`src/rtl/sssp_relax_pkg.sv`:
```
package sssp_relax_pkg;

    typedef enum logic [2:0] {
        ST_IDLE,
        ST_INIT,
        ST_GATHER,
        ST_READ,
        ST_CMP,
        ST_EMIT,
        ST_DONE
    } relax_state_t;

endpackage

```
`src/rtl/relax_minplus.sv`:
```
module relax_minplus #(
    parameter int DIST_W = 16
) (
    input  logic              clk,
    input  logic              rst_n,
    input  logic              clear,
    input  logic              en,
    input  logic [DIST_W-1:0] nb_dist,
    input  logic [DIST_W-1:0] nb_weight,
    output logic [DIST_W-1:0] acc
);
    localparam logic [DIST_W-1:0] INF     = {DIST_W{1'b1}};
    localparam logic [DIST_W:0]   INF_EXT = {1'b0, INF};

    logic [DIST_W:0]   wide_sum;
    logic [DIST_W-1:0] sat_sum;

    // Saturating add: infinity is sticky, a finite overflow clamps below infinity
    always_comb begin
        wide_sum = {1'b0, nb_dist} + {1'b0, nb_weight};
        if (nb_dist == INF)
            sat_sum = INF;
        else if (wide_sum >= INF_EXT)
            sat_sum = INF - 1'b1;
        else
            sat_sum = wide_sum[DIST_W-1:0];
    end

    always_ff @(posedge clk or negedge rst_n) begin
        if (!rst_n)
            acc <= INF;
        else if (clear)
            acc <= INF;
        else if (en && (sat_sum < acc))
            acc <= sat_sum;
    end
endmodule

```
`src/rtl/relax_emit.sv`:
```
module relax_emit #(
    parameter int EDGE_W = 20,
    parameter int DEG_W  = 8
) (
    input  logic              clk,
    input  logic              rst_n,
    input  logic              load,
    input  logic              adv,
    input  logic [EDGE_W-1:0] base,
    input  logic [DEG_W-1:0]  deg,
    output logic [EDGE_W-1:0] edge_idx,
    output logic              last
);
    logic [DEG_W-1:0] cnt;

    always_ff @(posedge clk or negedge rst_n) begin
        if (!rst_n)
            cnt <= '0;
        else if (load)
            cnt <= '0;
        else if (adv)
            cnt <= cnt + 1'b1;
    end

    assign edge_idx = base + EDGE_W'(cnt);
    assign last     = (cnt == deg - 1'b1);
endmodule

```
`src/rtl/sssp_relax.sv`:
```
module sssp_relax
    import sssp_relax_pkg::*;
#(
    parameter int DIST_W = 16,
    parameter int VID_W  = 10,
    parameter int EDGE_W = 20,
    parameter int DEG_W  = 8
) (
    input  logic              clk,
    input  logic              rst_n,
    input  logic              job_valid,
    output logic              job_ready,
    input  logic              job_init,
    input  logic              job_is_src,
    input  logic [VID_W-1:0]  job_vid,
    input  logic [EDGE_W-1:0] job_edge_base,
    input  logic [DEG_W-1:0]  job_out_deg,
    input  logic              nb_valid,
    output logic              nb_ready,
    input  logic [DIST_W-1:0] nb_dist,
    input  logic [DIST_W-1:0] nb_weight,
    input  logic              nb_last,
    output logic              rd_en,
    output logic [VID_W-1:0]  rd_addr,
    input  logic [DIST_W-1:0] rd_data,
    output logic              wr_en,
    output logic [VID_W-1:0]  wr_addr,
    output logic [DIST_W-1:0] wr_data,
    output logic              act_valid,
    input  logic              act_ready,
    output logic [EDGE_W-1:0] act_edge,
    output logic              done
);
    localparam logic [DIST_W-1:0] INF = {DIST_W{1'b1}};

    relax_state_t      state, nxt;
    logic [VID_W-1:0]  vid_q;
    logic              src_q;
    logic [EDGE_W-1:0] base_q;
    logic [DEG_W-1:0]  deg_q;
    logic [DIST_W-1:0] cand;
    logic              job_fire, nb_fire, improve, emit_last;

    assign job_fire = job_valid && job_ready;
    assign nb_fire  = nb_valid && nb_ready;
    assign improve  = cand < rd_data;

    relax_minplus #(.DIST_W(DIST_W)) u_minplus (
        .clk       (clk),
        .rst_n     (rst_n),
        .clear     (job_fire),
        .en        (nb_fire),
        .nb_dist   (nb_dist),
        .nb_weight (nb_weight),
        .acc       (cand)
    );

    relax_emit #(.EDGE_W(EDGE_W), .DEG_W(DEG_W)) u_emit (
        .clk      (clk),
        .rst_n    (rst_n),
        .load     (state == ST_CMP),
        .adv      (act_valid && act_ready),
        .base     (base_q),
        .deg      (deg_q),
        .edge_idx (act_edge),
        .last     (emit_last)
    );

    // State register
    always_ff @(posedge clk or negedge rst_n) begin
        if (!rst_n)
            state <= ST_IDLE;
        else
            state <= nxt;
    end

    // Job fields captured at acceptance
    always_ff @(posedge clk or negedge rst_n) begin
        if (!rst_n) begin
            vid_q  <= '0;
            src_q  <= 1'b0;
            base_q <= '0;
            deg_q  <= '0;
        end else if (job_fire) begin
            vid_q  <= job_vid;
            src_q  <= job_is_src;
            base_q <= job_edge_base;
            deg_q  <= job_out_deg;
        end
    end

    // Transitions
    always_comb begin
        nxt = state;
        unique case (state)
            ST_IDLE:   if (job_fire) nxt = job_init ? ST_INIT : ST_GATHER;
            ST_INIT:   nxt = ST_DONE;
            ST_GATHER: if (nb_fire && nb_last) nxt = ST_READ;
            ST_READ:   nxt = ST_CMP;
            ST_CMP:    nxt = (improve && (deg_q != '0)) ? ST_EMIT : ST_DONE;
            ST_EMIT:   if (act_ready && emit_last) nxt = ST_DONE;
            ST_DONE:   nxt = ST_IDLE;
            default:   nxt = ST_IDLE;
        endcase
    end

    // Outputs
    always_comb begin
        job_ready = 1'b0;
        nb_ready  = 1'b0;
        rd_en     = 1'b0;
        wr_en     = 1'b0;
        wr_data   = cand;
        act_valid = 1'b0;
        done      = 1'b0;
        unique case (state)
            ST_IDLE:   job_ready = 1'b1;
            ST_INIT: begin
                wr_en   = 1'b1;
                wr_data = src_q ? '0 : INF;
            end
            ST_GATHER: nb_ready  = 1'b1;
            ST_READ:   rd_en     = 1'b1;
            ST_CMP:    wr_en     = improve;
            ST_EMIT:   act_valid = 1'b1;
            ST_DONE:   done      = 1'b1;
            default:   job_ready = 1'b0;
        endcase
    end

    assign rd_addr = vid_q;
    assign wr_addr = vid_q;
endmodule

```
`config.mk`:
```
export PLATFORM = sky130hd
export DESIGN_NAME = sssp_relax
export DESIGN_NICKNAME = d
export VERILOG_FILES = /design/src/rtl/sssp_relax_pkg.sv /design/src/rtl/relax_minplus.sv /design/src/rtl/relax_emit.sv /design/src/rtl/sssp_relax.sv
export SDC_FILE = /design/constraint.sdc
export NUM_CORES = 1
export LEC_CHECK = 0
export BUFFER_PORTS_ARGS = -buffer_cell sky130_fd_sc_hd__buf_2
export CAP_MARGIN = 5
export CORE_UTILIZATION = 40
export CTS_BUF_LIST = sky130_fd_sc_hd__clkbuf_8
export DETAILED_ROUTE_END_ITERATION = 10
export HOLD_SLACK_MARGIN = 0.03
export PLACE_DENSITY = 0.75
export SLEW_MARGIN = 20
export SYNTH_ARGS = -nofsm -noshare
export SYNTH_HDL_FRONTEND = slang
export SYNTH_SLANG_ARGS = --single-unit
```
`constraint.sdc`:
```
create_clock -name clk -period 8.1 [get_ports clk]
set_input_delay 0.81 -clock clk [delete_from_list [all_inputs] [get_ports clk]]
set_output_delay 0.81 -clock clk [all_outputs]
set_load 0.005 [all_outputs]
```
# Word-level counts from Yosys, hierarchy flattened
# Cells that the tools add are included.
# totals
ff_bits	66
output_inout_bits	62
# op_classes
add_sub_neg	4
magnitude_cmp	3
eq_ne	11
mux	20
reduce_logical	12
# op_table
cell	count
16-bit two-way mux	6
16-bit less-than comparator	2
20-bit by 8-bit adder with 20-bit output	1
3-bit one-hot mux with 6 select lines	1
16-bit by 16-bit adder with 17-bit output	1
17-bit by 16-bit greater-or-equal comparator with 1-bit output (second input constant)	1
16-bit equality test (second input constant)	1
8-bit two-way mux	2
3-bit equality test (second input constant)	3
3-bit two-way mux	3
8-bit by 1-bit adder with 8-bit output (second input constant)	1
8-bit equality test	1
8-bit nonzero test	1
8-bit by 1-bit subtractor with 8-bit output (second input constant)	1
1-bit logical AND	7
3-bit by 2-bit equality test with 1-bit output (second input constant)	2
2-bit inequality test (second input constant)	3
1-bit two-way mux	5
2-bit two-way mux	2
2-bit nonzero test	2
3-bit by 1-bit equality test with 1-bit output (second input constant)	1
3-bit logical NOT	1
3-bit AND reduction	1
1-bit one-hot mux with 2 select lines	1

# Logic depth before layout (Yosys ltp)
# Gate-level depths: netlist of run 1.
# depth
depth_word	8
mapped_depth	25

# By module
# A second synthesis of run 1 with hierarchy kept.
# hier_totals
cells_unflattened	637
area_unflattened_um2	5829.3
# by_module_without_submodules
mod	instances	cells_per_inst	area_per_inst_um2	seq_area_each_um2
sssp_relax	1	208	2354.8	1051.0
relax_minplus	1	281	2277.2	420.4
relax_emit	1	148	1197.4	200.2

# Worst setup path after synthesis of run 1
# OpenSTA, ideal clock, no wires.
# synth_timing
path_kind	in2reg
start	input port nb_dist[0]
end	register u_minplus.acc[10]
arrival_ns	4.741
t_required_ns	8.018
path_slack_ns	3.276
cell_stages	24
n_path_buf	3
path_cell_list	ha_1 inv_1 fa_1 nand2b_1 a21oi_1 a2111oi_1 o31ai_1 a21oi_1 and2_1 buf_2 a21boi_2 clkbuf_1 nand2_1 ha_1 a21o_1 a21o_1 a21oi_1 and2_1 inv_1 a31oi_1 o21ai_0 o21a_1 buf_6 mux2_4
# synth_between
elab_chain_cells	7
word_cells_on_any_way	10
# synth_lines
element	line	source
from (decl)	sssp_relax.sv:20	input logic [DIST_W-1:0] nb_dist,
16-bit by 16-bit adder with 17-bit output	relax_minplus.sv:20	wide_sum = {1'b0, nb_dist} + {1'b0, nb_weight};
17-bit by 16-bit greater-or-equal comparator with 1-bit output	relax_minplus.sv:23	else if (wide_sum >= INF_EXT)
16-bit two-way mux	relax_minplus.sv:23	
16-bit two-way mux *	relax_minplus.sv:21	if (nb_dist == INF)
16-bit less-than comparator	relax_minplus.sv:34	else if (en && (sat_sum < acc))
1-bit logical AND	relax_minplus.sv:34	
2-bit nonzero test (no line)	n/a	
to (signal assigned)	relax_minplus.sv:35	acc <= sat_sum;
to (decl)	relax_minplus.sv:10	output logic [DIST_W-1:0] acc
# Every way passes the cells marked *; elsewhere a longest branch is shown, timed or not. The select of a mux whose other input is x is not followed.
# A chain may end at the register's enable or synchronous reset.

# Worst setup path after layout of run 1
# layout_timing
start	input port nb_dist[0]
end	register u_minplus.acc[5]
# Same word-level chain as after synthesis.

==> results of run 1 <==
per-stage QoR:
step	hold slack, ns	utilization	area (um2)	cells
after floorplan	0.437	-	5590	699
after global placement	0.455	0.477	6420	998
after detailed placement	0.455	0.477	6420	998
after CTS	0.480	0.493	6640	1014
after global routing	0.515	0.493	6640	1014
final	0.485	0.494	6640	1015
synthesized netlist by cell type (4+ instances only):
cell	instances
sky130_fd_sc_hd__nand4_1	16
sky130_fd_sc_hd__nand3_1	8
sky130_fd_sc_hd__ha_1	57
sky130_fd_sc_hd__and2_1	5
sky130_fd_sc_hd__and3_1	12
sky130_fd_sc_hd__buf_4	10
sky130_fd_sc_hd__mux2i_1	11
sky130_fd_sc_hd__nor2_1	80
sky130_fd_sc_hd__o21a_1	4
sky130_fd_sc_hd__xnor2_1	27
sky130_fd_sc_hd__dfstp_2	16
sky130_fd_sc_hd__inv_1	54
sky130_fd_sc_hd__a21o_1	20
sky130_fd_sc_hd__nand2_1	154
sky130_fd_sc_hd__nand2b_1	4
sky130_fd_sc_hd__dfrtp_1	50
sky130_fd_sc_hd__nor2b_1	6
sky130_fd_sc_hd__a21oi_1	28
sky130_fd_sc_hd__clkbuf_1	21
sky130_fd_sc_hd__xor2_1	16
sky130_fd_sc_hd__a211oi_1	4
sky130_fd_sc_hd__nor3_1	8
sky130_fd_sc_hd__o21ai_0	23
routing by layer:
metal	wire length, um	up-vias	track usage	share of wire
met5	0	-	0	0
met3	603	12	0.0349	0.044
li1	-	2622	-	-
met2	6630	125	0.328	0.48
met1	6410	2394	0.261	0.47
met4	143	0	0.0508	0.010
cells by family (layout without fill, tap and decap cells):
group	Yosys count	after routing	share of synthesized area
compound gates	118	118	0.151
xor+xnor	43	43	0.0674
fa+ha+maj	59	59	0.135
buf+inv	89	228	0.0701
flops	66	66	0.299
mux	14	14	0.0278
other cells	0	1	0
simple gates	310	310	0.250
worst max-delay path, cell delays in order:
cell and delay, ns:
sky130_fd_sc_hd__buf_2 0.10, sky130_fd_sc_hd__ha_1 0.22, sky130_fd_sc_hd__inv_1 0.08, sky130_fd_sc_hd__fa_1 0.21, sky130_fd_sc_hd__nand2b_1 0.16, sky130_fd_sc_hd__a21oi_1 0.12, sky130_fd_sc_hd__a2111oi_1 0.54, sky130_fd_sc_hd__o31ai_1 0.14
sky130_fd_sc_hd__a21oi_1 0.20, sky130_fd_sc_hd__and2_1 0.27, sky130_fd_sc_hd__a21boi_2 0.46, sky130_fd_sc_hd__nand2_1 0.16, sky130_fd_sc_hd__ha_1 0.32, sky130_fd_sc_hd__a21o_1 0.10, sky130_fd_sc_hd__a21o_1 0.10, sky130_fd_sc_hd__a21oi_1 0.07
sky130_fd_sc_hd__a211o_1 0.25, sky130_fd_sc_hd__o21ai_0 0.35, sky130_fd_sc_hd__o21a_1 0.78, sky130_fd_sc_hd__mux2_4 0.35
cell type report:
class	instances	share of cell area
Antenna cell	1	0.000377
Inverter	54	0.0305
Timing Repair Buffer	158	0.120
Clock buffer	9	0.0187
Tap cell	176	0.0332
Sequential cell	66	0.252
Multi-Input combinational cell	544	0.531
Clock inverter	7	0.0141
path summary, 6_finish.rpt:
kind / end / cells past startpoint
worst max-delay path: u_minplus.acc[5]$_DFFE_PN1P_ / 20
worst max register to register: u_minplus.acc[5]$_DFFE_PN1P_ / 9
worst min register to register: src_q$_DFFE_PN0P_ / 2
max in group asynchronous: rd_addr[2]$_DFFE_PN0P_ / 2
worst min-delay path: src_q$_DFFE_PN0P_ / 2
min in group asynchronous: deg_q[2]$_DFFE_PN0P_ / 2
registers in the layout (all words and copies together), names as in the netlist:
| signal | count |
|---|---|
| u_minplus.acc | 16 |
| src_q | 1 |
| base_q | 20 |
| deg_q | 8 |
| state | 3 |
| u_emit.cnt | 8 |
| rd_addr | 10 |
report_power, final:
part           switching [mW]  internal, mW
clock network           0.134         0.173
registers               0.143         0.478
logic                   0.508         0.434
total                   0.785          1.09
==> impl_metrics.csv, run 1 <==
group,metric,value,unit
critical_path,setup.worst_path.class,"input port to flip-flop",
logic_synthesis,yosys_top_cell_area_share,0.224,
critical_path,startpoint_type,"input port",
global_routing,global_route.usage.total,0.196,
floorplan,initial_core_util,0.415,
floorplan,num_rows,42,
timing,final_critical_path_setup_slack,2.54,ns
floorplan,io_pins,156,
timing,finalSetupViolations,0,
critical_path,arrival,5.83,ns
logic_synthesis,post_synth_inst_count,699,
clock_network,path_clk_slew,0.07,ns
final_layout,n_fill_cell,1316,
power_and_ir_drop,total_leakage_power,3.62,nW
clock_network,ctsRootBufferMaster,"sky130_fd_sc_hd__clkbuf_8",
logic_synthesis,synth_top_cell_by_area,"sky130_fd_sc_hd__dfrtp_1",
logic_synthesis,yosys_warnings,0,
clock_network,tritoncts,"done",
power_and_ir_drop,power_density,282,mW/mm2
clock_network,clkSinkCount,66,
clock_network,cts-root-to-sink-buffers,2,
clock_network,cts_post_setup_buffers_inserted,0,
flow_run,cap_violations,0,
detailed_routing,ant_nets,0,
logic_synthesis,synth_fp_nets,852,
critical_path,critical_path_required,8.37,ns
timing,unrepaired_setup_endpoints_after_global_routing,"false",
logic_synthesis,synth-seq-cells,66,
final_layout,area.sequential,0.00167,mm2
global_routing,grt_antenna_before_repair,1,
floorplan,chip_width,120,um
final_layout,num-nets-final,986,
detailed_routing,post_detailed_route_via_to_cell_ratio,5.08,
hold_path,worstHoldStart,"src_q$_DFFE_PN0P_",
floorplan,dieArea,0.0144,mm2
logic_synthesis,async_flop_share,1.00,
global_routing,first_global_vias,4853,
hold_path,hold_path.class,"flip-flop to flip-flop",
global_routing,grt_max_degree,67,
timing,fin_crit_sh,0.686,
place,final_hpwl_dp,10.7,mm
timing,slew-limit-headroom,0.300,
logic_synthesis,synth_area_per_cell,8.00,um2
critical_path,worst-path-max-fanout,16,
final_layout,layout.cells.most_common,"sky130_fd_sc_hd__buf_2",
clock_network,htree_levels,3,
critical_path,r2r_start,"u_minplus.acc[5]$_DFFE_PN1P_",
floorplan,die_y,120,um
detailed_routing,detailroute.via_count,5153,
logic_synthesis,synthesis.area,0.00559,mm2
timing,slew_violations,0,
final_layout,multi_input_comb_area,0.00353,mm2
power_and_ir_drop,totalPowerFinal,1.87,mW
clock_network,clk_latency,0.36,ns
clock_network,cts.repair.resized,0,
floorplan,core_area,0.0135,mm2
detailed_routing,finalWirelength,13.8,mm
critical_path,ff2ff_setup_slack,5.11,ns
critical_path,worstSetupEndpointType,"flip-flop",
detailed_routing,avgRoutedWirePerCell,13.6,um
clock_network,cts-hold-fix-buffers,0,
status,outcome,"completed",
critical_path,crit_path_start,"nb_dist[0]",
clock_network,cts_buffers,9,
final_layout,fraction_of_layout_instances_using_a_drive_strength_above_1,0.247,
place,dpl_worst_slack,2.21,ns
timing,timing_worst_slew_pin_value,1.04,ns
detailed_routing,remaining_drc_errors,0,
logic_synthesis,yosysSeqAreaShare,0.299,
logic_synthesis,synth.top_cells.by_area,"sky130_fd_sc_hd__dfrtp_1, sky130_fd_sc_hd__ha_1, sky130_fd_sc_hd__nand2_1",
logic_synthesis,synth-edff-count,0,
detailed_routing,drtPass1Iterations,4,
power_and_ir_drop,ir_drop,0.000102,V
detailed_routing,drtIter0Drc,353,
global_routing,grt_pass1_wl,22.8,mm
timing,setup-tns-final,0,ns
timing,hold_viol_final,0,
logic_synthesis,synth_flop_cell,"sky130_fd_sc_hd__dfrtp_1",
timing,clock.fmax,180,MHz
global_routing,grt.overflow.total,0,
place,port-buffer-count,155,
final_layout,final_cell_mix,"sky130_fd_sc_hd__buf_2, sky130_fd_sc_hd__nand2_1, sky130_fd_sc_hd__nor2_1, sky130_fd_sc_hd__ha_1, sky130_fd_sc_hd__inv_1",
timing,clock-skew-final,0.0151,ns
place,gp_congestion,0.925,
final_layout,syn2layout_area_growth,18.8,%
timing,fin_crit,5.56,ns
logic_synthesis,synth_cell_types,61,
(Power assumes the default switching activity.)
==> run 2, diff against run 1 <==
- ABC_AREA: not set -> 1
- clock period: 8.1 -> 5.65 ns (I/O delays scaled with it)
==> impl_metrics.csv, run 2 <==
group,metric,value,unit
logic_synthesis,synth.mux.area_fraction,0.0632,
timing,fin_crit,4.26,ns
detailed_routing,post_detailed_route_via_to_cell_ratio,4.80,
power_and_ir_drop,power_frac_seq,0.315,
logic_synthesis,synthesis.area,0.00570,mm2
clock_network,ctsRootBufferMaster,"sky130_fd_sc_hd__clkbuf_8",
power_and_ir_drop,total_leakage_power,3.82,nW
detailed_routing,remaining_drc_errors,0,
critical_path,arrival,4.57,ns
logic_synthesis,async_flop_share,1.00,
detailed_routing,ant_nets,0,
logic_synthesis,synth_xor_area_frac,0.0476,
clock_network,htree_levels,3,
clock_network,cts.repair.resized,0,
global_routing,first_global_vias,4923,
timing,clock-skew-final,0.0151,ns
timing,finalSetupViolations,0,
floorplan,core_area,0.0139,mm2
critical_path,timing.critical_path.buf_inv,5,
power_and_ir_drop,power.share.combinational,0.518,
global_routing,grt_pass1_wl,22.9,mm
global_routing,grt_busiest_layer,"met2",
final_layout,syn2layout_area_growth,19.8,%
critical_path,worst-path-max-fanout,17,
critical_path,startpoint_type,"input port",
timing,slew-limit-headroom,0.415,
global_routing,grt.overflow.total,0,
hold_path,hold_path.class,"input port to async pin",
floorplan,dieArea,0.0147,mm2
timing,slew_violations,0,
critical_path,cpMaxStageDelayCell,"sky130_fd_sc_hd__a211oi_1",
final_layout,fraction_of_layout_instances_using_a_drive_strength_above_1,0.254,
detailed_routing,drtIter0Drc,208,
detailed_routing,detailroute.via_count,5328,
floorplan,chip_width,121,um
global_routing,grtUsageMet3,0.0371,
clock_network,cts-hold-fix-buffers,0,
critical_path,cpLargestDelayFamily,"simple AND/OR/NAND/NOR gates",
clock_network,clkSinkCount,66,
final_layout,largest_register_ff_count,20,
power_and_ir_drop,power_density,429,mW/mm2
logic_synthesis,synth.top_cells.by_area,"sky130_fd_sc_hd__dfrtp_1, sky130_fd_sc_hd__nand2_1, sky130_fd_sc_hd__ha_1",
critical_path,worstSetupEndpointType,"flip-flop",
power_and_ir_drop,internal_power,1.72,mW
place,final_hpwl_dp,11.1,mm
clock_network,path_clk_slew,0.08,ns
timing,fin_crit_sh,0.754,
logic_synthesis,yosysSeqAreaShare,0.293,
logic_synthesis,area_fraction_in_compound_gates_after_synthesis,0.0887,
logic_synthesis,synth_flop_cell,"sky130_fd_sc_hd__dfrtp_1",
floorplan,die_y,121,um
status,outcome,"completed",
logic_synthesis,synth_fp_nets,932,
place,port-buffer-count,155,
logic_synthesis,synth-edff-count,0,
power_and_ir_drop,p_clk_frac,0.167,
detailed_routing,drtPass1Iterations,5,
final_layout,layout.cells.most_common,"sky130_fd_sc_hd__nand2_1",
global_routing,grt.met1_usage,0.256,
place,gp_congestion,0.876,
final_layout,n_fill_cell,1413,
final_layout,final_cell_mix,"sky130_fd_sc_hd__nand2_1, sky130_fd_sc_hd__buf_2, sky130_fd_sc_hd__inv_1, sky130_fd_sc_hd__nand3_1, sky130_fd_sc_hd__ha_1",
clock_network,cts_post_setup_buffers_inserted,0,
critical_path,setup.worst_path.class,"input port to flip-flop",
power_and_ir_drop,total_switching_power,1.21,mW
clock_network,tritoncts,"done",
global_routing,grt_antenna_before_repair,2,
logic_synthesis,yosys_warnings,0,
detailed_routing,avgRoutedWirePerCell,12.3,um
critical_path,critical_path_required,5.95,ns
critical_path,worst_path_largest_cell_delay,0.53,ns
logic_synthesis,synth-seq-cells,66,
floorplan,io_pins,156,
logic_synthesis,synth_top_family_by_area,"simple AND/OR/NAND/NOR gates",
logic_synthesis,yosys_top_cell_area_share,0.219,
timing,timing_worst_slew_pin_value,0.874,ns
timing,clock.fmax,235,MHz
clock_network,cts-root-to-sink-buffers,2,
logic_synthesis,top_cells_by_instance_count_after_synthesis,"sky130_fd_sc_hd__nand2_1, sky130_fd_sc_hd__inv_1, sky130_fd_sc_hd__nand3_1",
logic_synthesis,synth_cell_types,43,
logic_synthesis,yosysMostFrequentCell,"sky130_fd_sc_hd__nand2_1",
floorplan,num_rows,43,
timing,hold_viol_final,0,
logic_synthesis,synth_area_per_cell,7.32,um2
logic_synthesis,synth_top_cell_by_area,"sky130_fd_sc_hd__dfrtp_1",
power_and_ir_drop,ir_drop,0.000195,V
logic_synthesis,synth_adder_area_share,0.132,
timing,setup-tns-final,0,ns
logic_synthesis,post_synth_inst_count,779,
logic_synthesis,synth-simple-area-share,0.262,
final_layout,regMostFlops,"base_q",
global_routing,grt.met2_usage,0.317,
power_and_ir_drop,switching_share_of_power,0.413,
global_routing,grt_max_degree,75,
global_routing,global_route.usage.total,0.195,
timing,unrepaired_setup_endpoints_after_global_routing,"false",
flow_run,cap_violations,0,
floorplan,initial_core_util,0.411,
timing,finalHoldWorstSlack,0.376,ns
final_layout,num-nets-final,1077,
clock_network,cts_buffers,9,
detailed_routing,finalWirelength,13.7,mm
clock_network,clk_latency,0.36,ns
run 2: path summary, 6_finish.rpt:
| path | endpoint | cells past startpoint | start | slack [ns] |
|---|---|---|---|---|
| setup reg to reg | u_minplus.acc[10]$_DFFE_PN1P_ | 10 | u_minplus.acc[13]$_DFFE_PN1P_ | 3.14 |
| hold / removal | base_q[3]$_DFFE_PN0P_ | 2 | rst_n | 0.38 |
| setup / recovery | u_minplus.acc[10]$_DFFE_PN1P_ | 27 | nb_dist[0] | 1.39 |
| min in group clk | base_q[15]$_DFFE_PN0P_ | 2 | job_edge_base[15] | 0.43 |
| max in group asynchronous | base_q[16]$_DFFE_PN0P_ | 2 | rst_n | 4.71 |
| hold reg to reg | u_minplus.acc[12]$_DFFE_PN1P_ | 2 | u_minplus.acc[12]$_DFFE_PN1P_ | 0.50 |
run 2: worst register-to-register path, stage by stage, from the launching register on:
cell and delay, ns:
sky130_fd_sc_hd__dfstp_2 0.54, sky130_fd_sc_hd__inv_1 0.07, sky130_fd_sc_hd__ha_1 0.31, sky130_fd_sc_hd__a21o_1 0.16, sky130_fd_sc_hd__a31oi_1 0.15, sky130_fd_sc_hd__nand3_1 0.11
sky130_fd_sc_hd__a211oi_1 0.53, sky130_fd_sc_hd__nand2_4 0.24, sky130_fd_sc_hd__nand2_4 0.20, sky130_fd_sc_hd__nand2_1 0.09, sky130_fd_sc_hd__nand2_1 0.06
run 2: power by group through the flow:
| stage | logic [mW] | clock network [mW] | registers [mW] |
|---|---|---|---|
| floorplan | 1.09 | 0 | 0.875 |
| global placement | 1.49 | 0 | 0.918 |
| detailed placement | 1.52 | 0 | 0.927 |
| CTS | 1.53 | 0.501 | 0.920 |
| global route | 1.74 | 0.518 | 0.953 |
| finish | 1.52 | 0.489 | 0.922 |
run 2: layout make-up:
| type | count | area (um2) | share of cell area |
|---|---|---|---|
| repair buffers | 158 | 798 | 0.117 |
| flip-flops and latches | 66 | 1670 | 0.245 |
| clock buffers | 9 | 124 | 0.0181 |
| diodes | 2 | 5.00 | 0.000733 |
| well taps | 180 | 225 | 0.0330 |
| clock inverters | 7 | 118 | 0.0172 |
| multi-input cells | 556 | 3390 | 0.496 |
| inverters | 133 | 499 | 0.0731 |
run 2: logic make-up after synthesis:
logic type	Yosys count
XOR/XNOR	31
AO/OA/AOI/OAI	89
buffers and inverters	157
adder cells (fa/ha/maj)	59
AND/OR/NAND/NOR	345
flip-flops	66
multiplexers	32
run 2: metrics by stage:
step / worst slack [ns] / util / power, mW / area (um2) / std cells
6_report: 1.39 / 0.492 / 2.93 / 6830 / 1111
5_1_grt: 0.807 / 0.492 / 3.22 / 6830 / 1111
4_1_cts: 1.43 / 0.492 / 2.95 / 6820 / 1109
3_5_place_dp: 1.06 / 0.474 / 2.45 / 6580 / 1093
3_3_place_gp: 1.21 / 0.474 / 2.41 / 6580 / 1093
2_1_floorplan: 1.49 / - / 1.97 / 5700 / 779
run 2: layer usage:
| metal | routed length (um) | vias to the layer above |
|---|---|---|
| met5 | 0 | - |
| met4 | 284 | 0 |
| li1 | - | 2793 |
| met3 | 654 | 18 |
| met1 | 6390 | 2387 |
| met2 | 6380 | 130 |
==> run 3, diff against run 2 <==
- clock period: 5.65 -> 4.4 ns (I/O delays scaled with it)
==> impl_metrics.csv, run 3 (same netlist as run 2, synthesis figures left out) <==
group,metric,value,unit
floorplan,io_pins,156,
critical_path,startpoint_type,"flip-flop",
place,gp_congestion,0.846,
timing,finalSetupViolations,0,
power_and_ir_drop,total_leakage_power,3.81,nW
global_routing,grt.met2_usage,0.317,
place,port-buffer-count,155,
place,final_hpwl_dp,11.2,mm
clock_network,tritoncts,"done",
timing,setup-tns-final,0,ns
critical_path,worstSetupEndpointType,"output pin",
timing,slew_violations,0,
timing,timing_worst_slew_pin_value,0.919,ns
final_layout,fraction_of_layout_instances_using_a_drive_strength_above_1,0.255,
detailed_routing,ant_nets,0,
global_routing,grt.overflow.total,0,
critical_path,worst-path-max-fanout,4,
final_layout,area.sequential,0.00167,mm2
timing,fin_crit,3.91,ns
hold_path,hold_path.class,"input port to async pin",
global_routing,grt_pass1_wl,22.4,mm
detailed_routing,drtIter0Drc,248,
global_routing,grt_busiest_layer,"met2",
global_routing,global_route.usage.total,0.190,
global_routing,first_global_vias,4956,
floorplan,chip_width,121,um
critical_path,regToRegEndpoint,"rd_addr[1]$_DFFE_PN0P_",
status,outcome,"completed",
detailed_routing,detailroute.via_count,5335,
clock_network,cts_post_setup_buffers_inserted,0,
timing,clock-skew-final,0.0103,ns
final_layout,syn2layout_area_growth,18.8,%
final_layout,finish.utilization,0.488,
power_and_ir_drop,totalPowerFinal,3.59,mW
timing,clock.fmax,256,MHz
final_layout,num-nets-final,1079,
final_layout,multi_input_comb_area,0.00339,mm2
critical_path,worst_path_largest_cell_delay,0.41,ns
clock_network,htree_levels,3,
floorplan,initial_core_util,0.411,
final_layout,regMostFlops,"base_q",
critical_path,crit_path_start,"u_emit.cnt[0]$_DFFE_PN0P_",
final_layout,final_cell_count_no_fill,1111,
clock_network,cts_buffers,9,
final_layout,layout.cells.most_common,"sky130_fd_sc_hd__nand2_1",
floorplan,num_rows,43,
detailed_routing,drtPass1Iterations,5,
global_routing,grt_antenna_before_repair,0,
global_routing,grt_max_degree,46,
clock_network,cts-hold-fix-buffers,0,
critical_path,arrival,3.47,ns
floorplan,die_y,121,um
global_routing,grtUsageMet3,0.0348,
timing,hold_viol_final,0,
clock_network,clkSinkCount,66,
critical_path,critical_path_required,3.96,ns
flow_run,cap_violations,0,
timing,finalHoldWorstSlack,0.105,ns
clock_network,ctsRootBufferMaster,"sky130_fd_sc_hd__clkbuf_8",
clock_network,clk_latency,0.35,ns
critical_path,crit_chain,"ha_1, inv_1, fa_1, nand3b_1, and2_1, nor2_1, o21ai_0, nand2_1, a21oi_1, o21bai_1, nand3_1, inv_1, nand3_1, nand3b_1, nor3_1, xor2_1, buf_2",
power_and_ir_drop,power_density,531,mW/mm2
critical_path,cpMaxStageDelayCell,"sky130_fd_sc_hd__dfrtp_1",
critical_path,ff2ff_setup_slack,1.99,ns
critical_path,r2r.worst_path.cells,6,
floorplan,dieArea,0.0147,mm2
timing,fin_crit_sh,0.888,
clock_network,cts.repair.resized,0,
detailed_routing,post_detailed_route_via_to_cell_ratio,4.80,
global_routing,grt.met1_usage,0.246,
detailed_routing,avgRoutedWirePerCell,12.3,um
critical_path,r2r_start,"state[1]$_DFFE_PN0P_",
power_and_ir_drop,ir_drop,0.000250,V
final_layout,n_fill_cell,1425,
final_layout,final_cell_mix,"sky130_fd_sc_hd__nand2_1, sky130_fd_sc_hd__buf_2, sky130_fd_sc_hd__inv_1, sky130_fd_sc_hd__nand3_1, sky130_fd_sc_hd__ha_1",
final_layout,largest_register_ff_count,20,
clock_network,cts-root-to-sink-buffers,2,
critical_path,setup.worst_path.class,"flip-flop to output pin",
detailed_routing,remaining_drc_errors,0,
place,place_inst,1095,
final_layout,insertedDiodeCount,0,
floorplan,core_area,0.0139,mm2
detailed_routing,finalWirelength,13.6,mm
clock_network,path_clk_slew,0.07,ns
timing,slew-limit-headroom,0.385,
timing,unrepaired_setup_endpoints_after_global_routing,"false",
run 3: layout make-up:
cell class,instances,area share
sequential,66,0.247
clock inverter,6,0.00517
timing repair buffer,160,0.120
clock buffer,10,0.0203
tap,180,0.0333
inverter,133,0.0737
multi-input combinational,556,0.500
run 3: where the power goes:
| part | switching, mW | total [mW] | internal (mW) | leakage, nW |
|---|---|---|---|---|
| Combinational | 1.05 | 1.96 | 0.903 | 2.95 |
| Sequential | 0.243 | 1.18 | 0.941 | 0.769 |
| Clock | 0.236 | 0.450 | 0.214 | 0.0869 |
| Total | 1.53 | 3.59 | 2.06 | 3.81 |
run 3: worst max path at each step:
| stage | end | slack [ns] | depth (start not counted) |
|---|---|---|---|
| after floorplan | u_minplus.acc[10]$_DFFE_PN1P_ | 0.37 | 26 |
| after global placement | u_minplus.acc[9]$_DFFE_PN1P_ | 0.47 | 25 |
| after detailed placement | u_minplus.acc[15]$_DFFE_PN1P_ | 0.30 | 28 |
| after CTS | act_edge[18] | 0.47 | 17 |
| after global routing | act_edge[18] | 0.21 | 17 |
| final | act_edge[18] | 0.49 | 17 |
run 3: worst max-delay path, delay by kind of cell (launching register included):
kind            cells  cell delay (ns)
flops               1             0.41
compound gates      3             0.39
fa+ha+maj           2             0.61
buf+inv             3             0.29
xor+xnor            1             0.16
simple gates        8             1.28
run 3: layer usage:
metal  vias up  routed length (um)
li1       2791                   -
met1      2381                6240
met2       139                6360
met3        24                 701
met4         0                 311
met5         -                   0
run 3: stage by stage:
step	worst slack [ns]	cell area, um2
2_1_floorplan	0.366	5700
3_3_place_gp	0.470	6600
3_5_place_dp	0.304	6600
4_1_cts	0.469	6770
5_1_grt	0.213	6770
6_report	0.491	6770
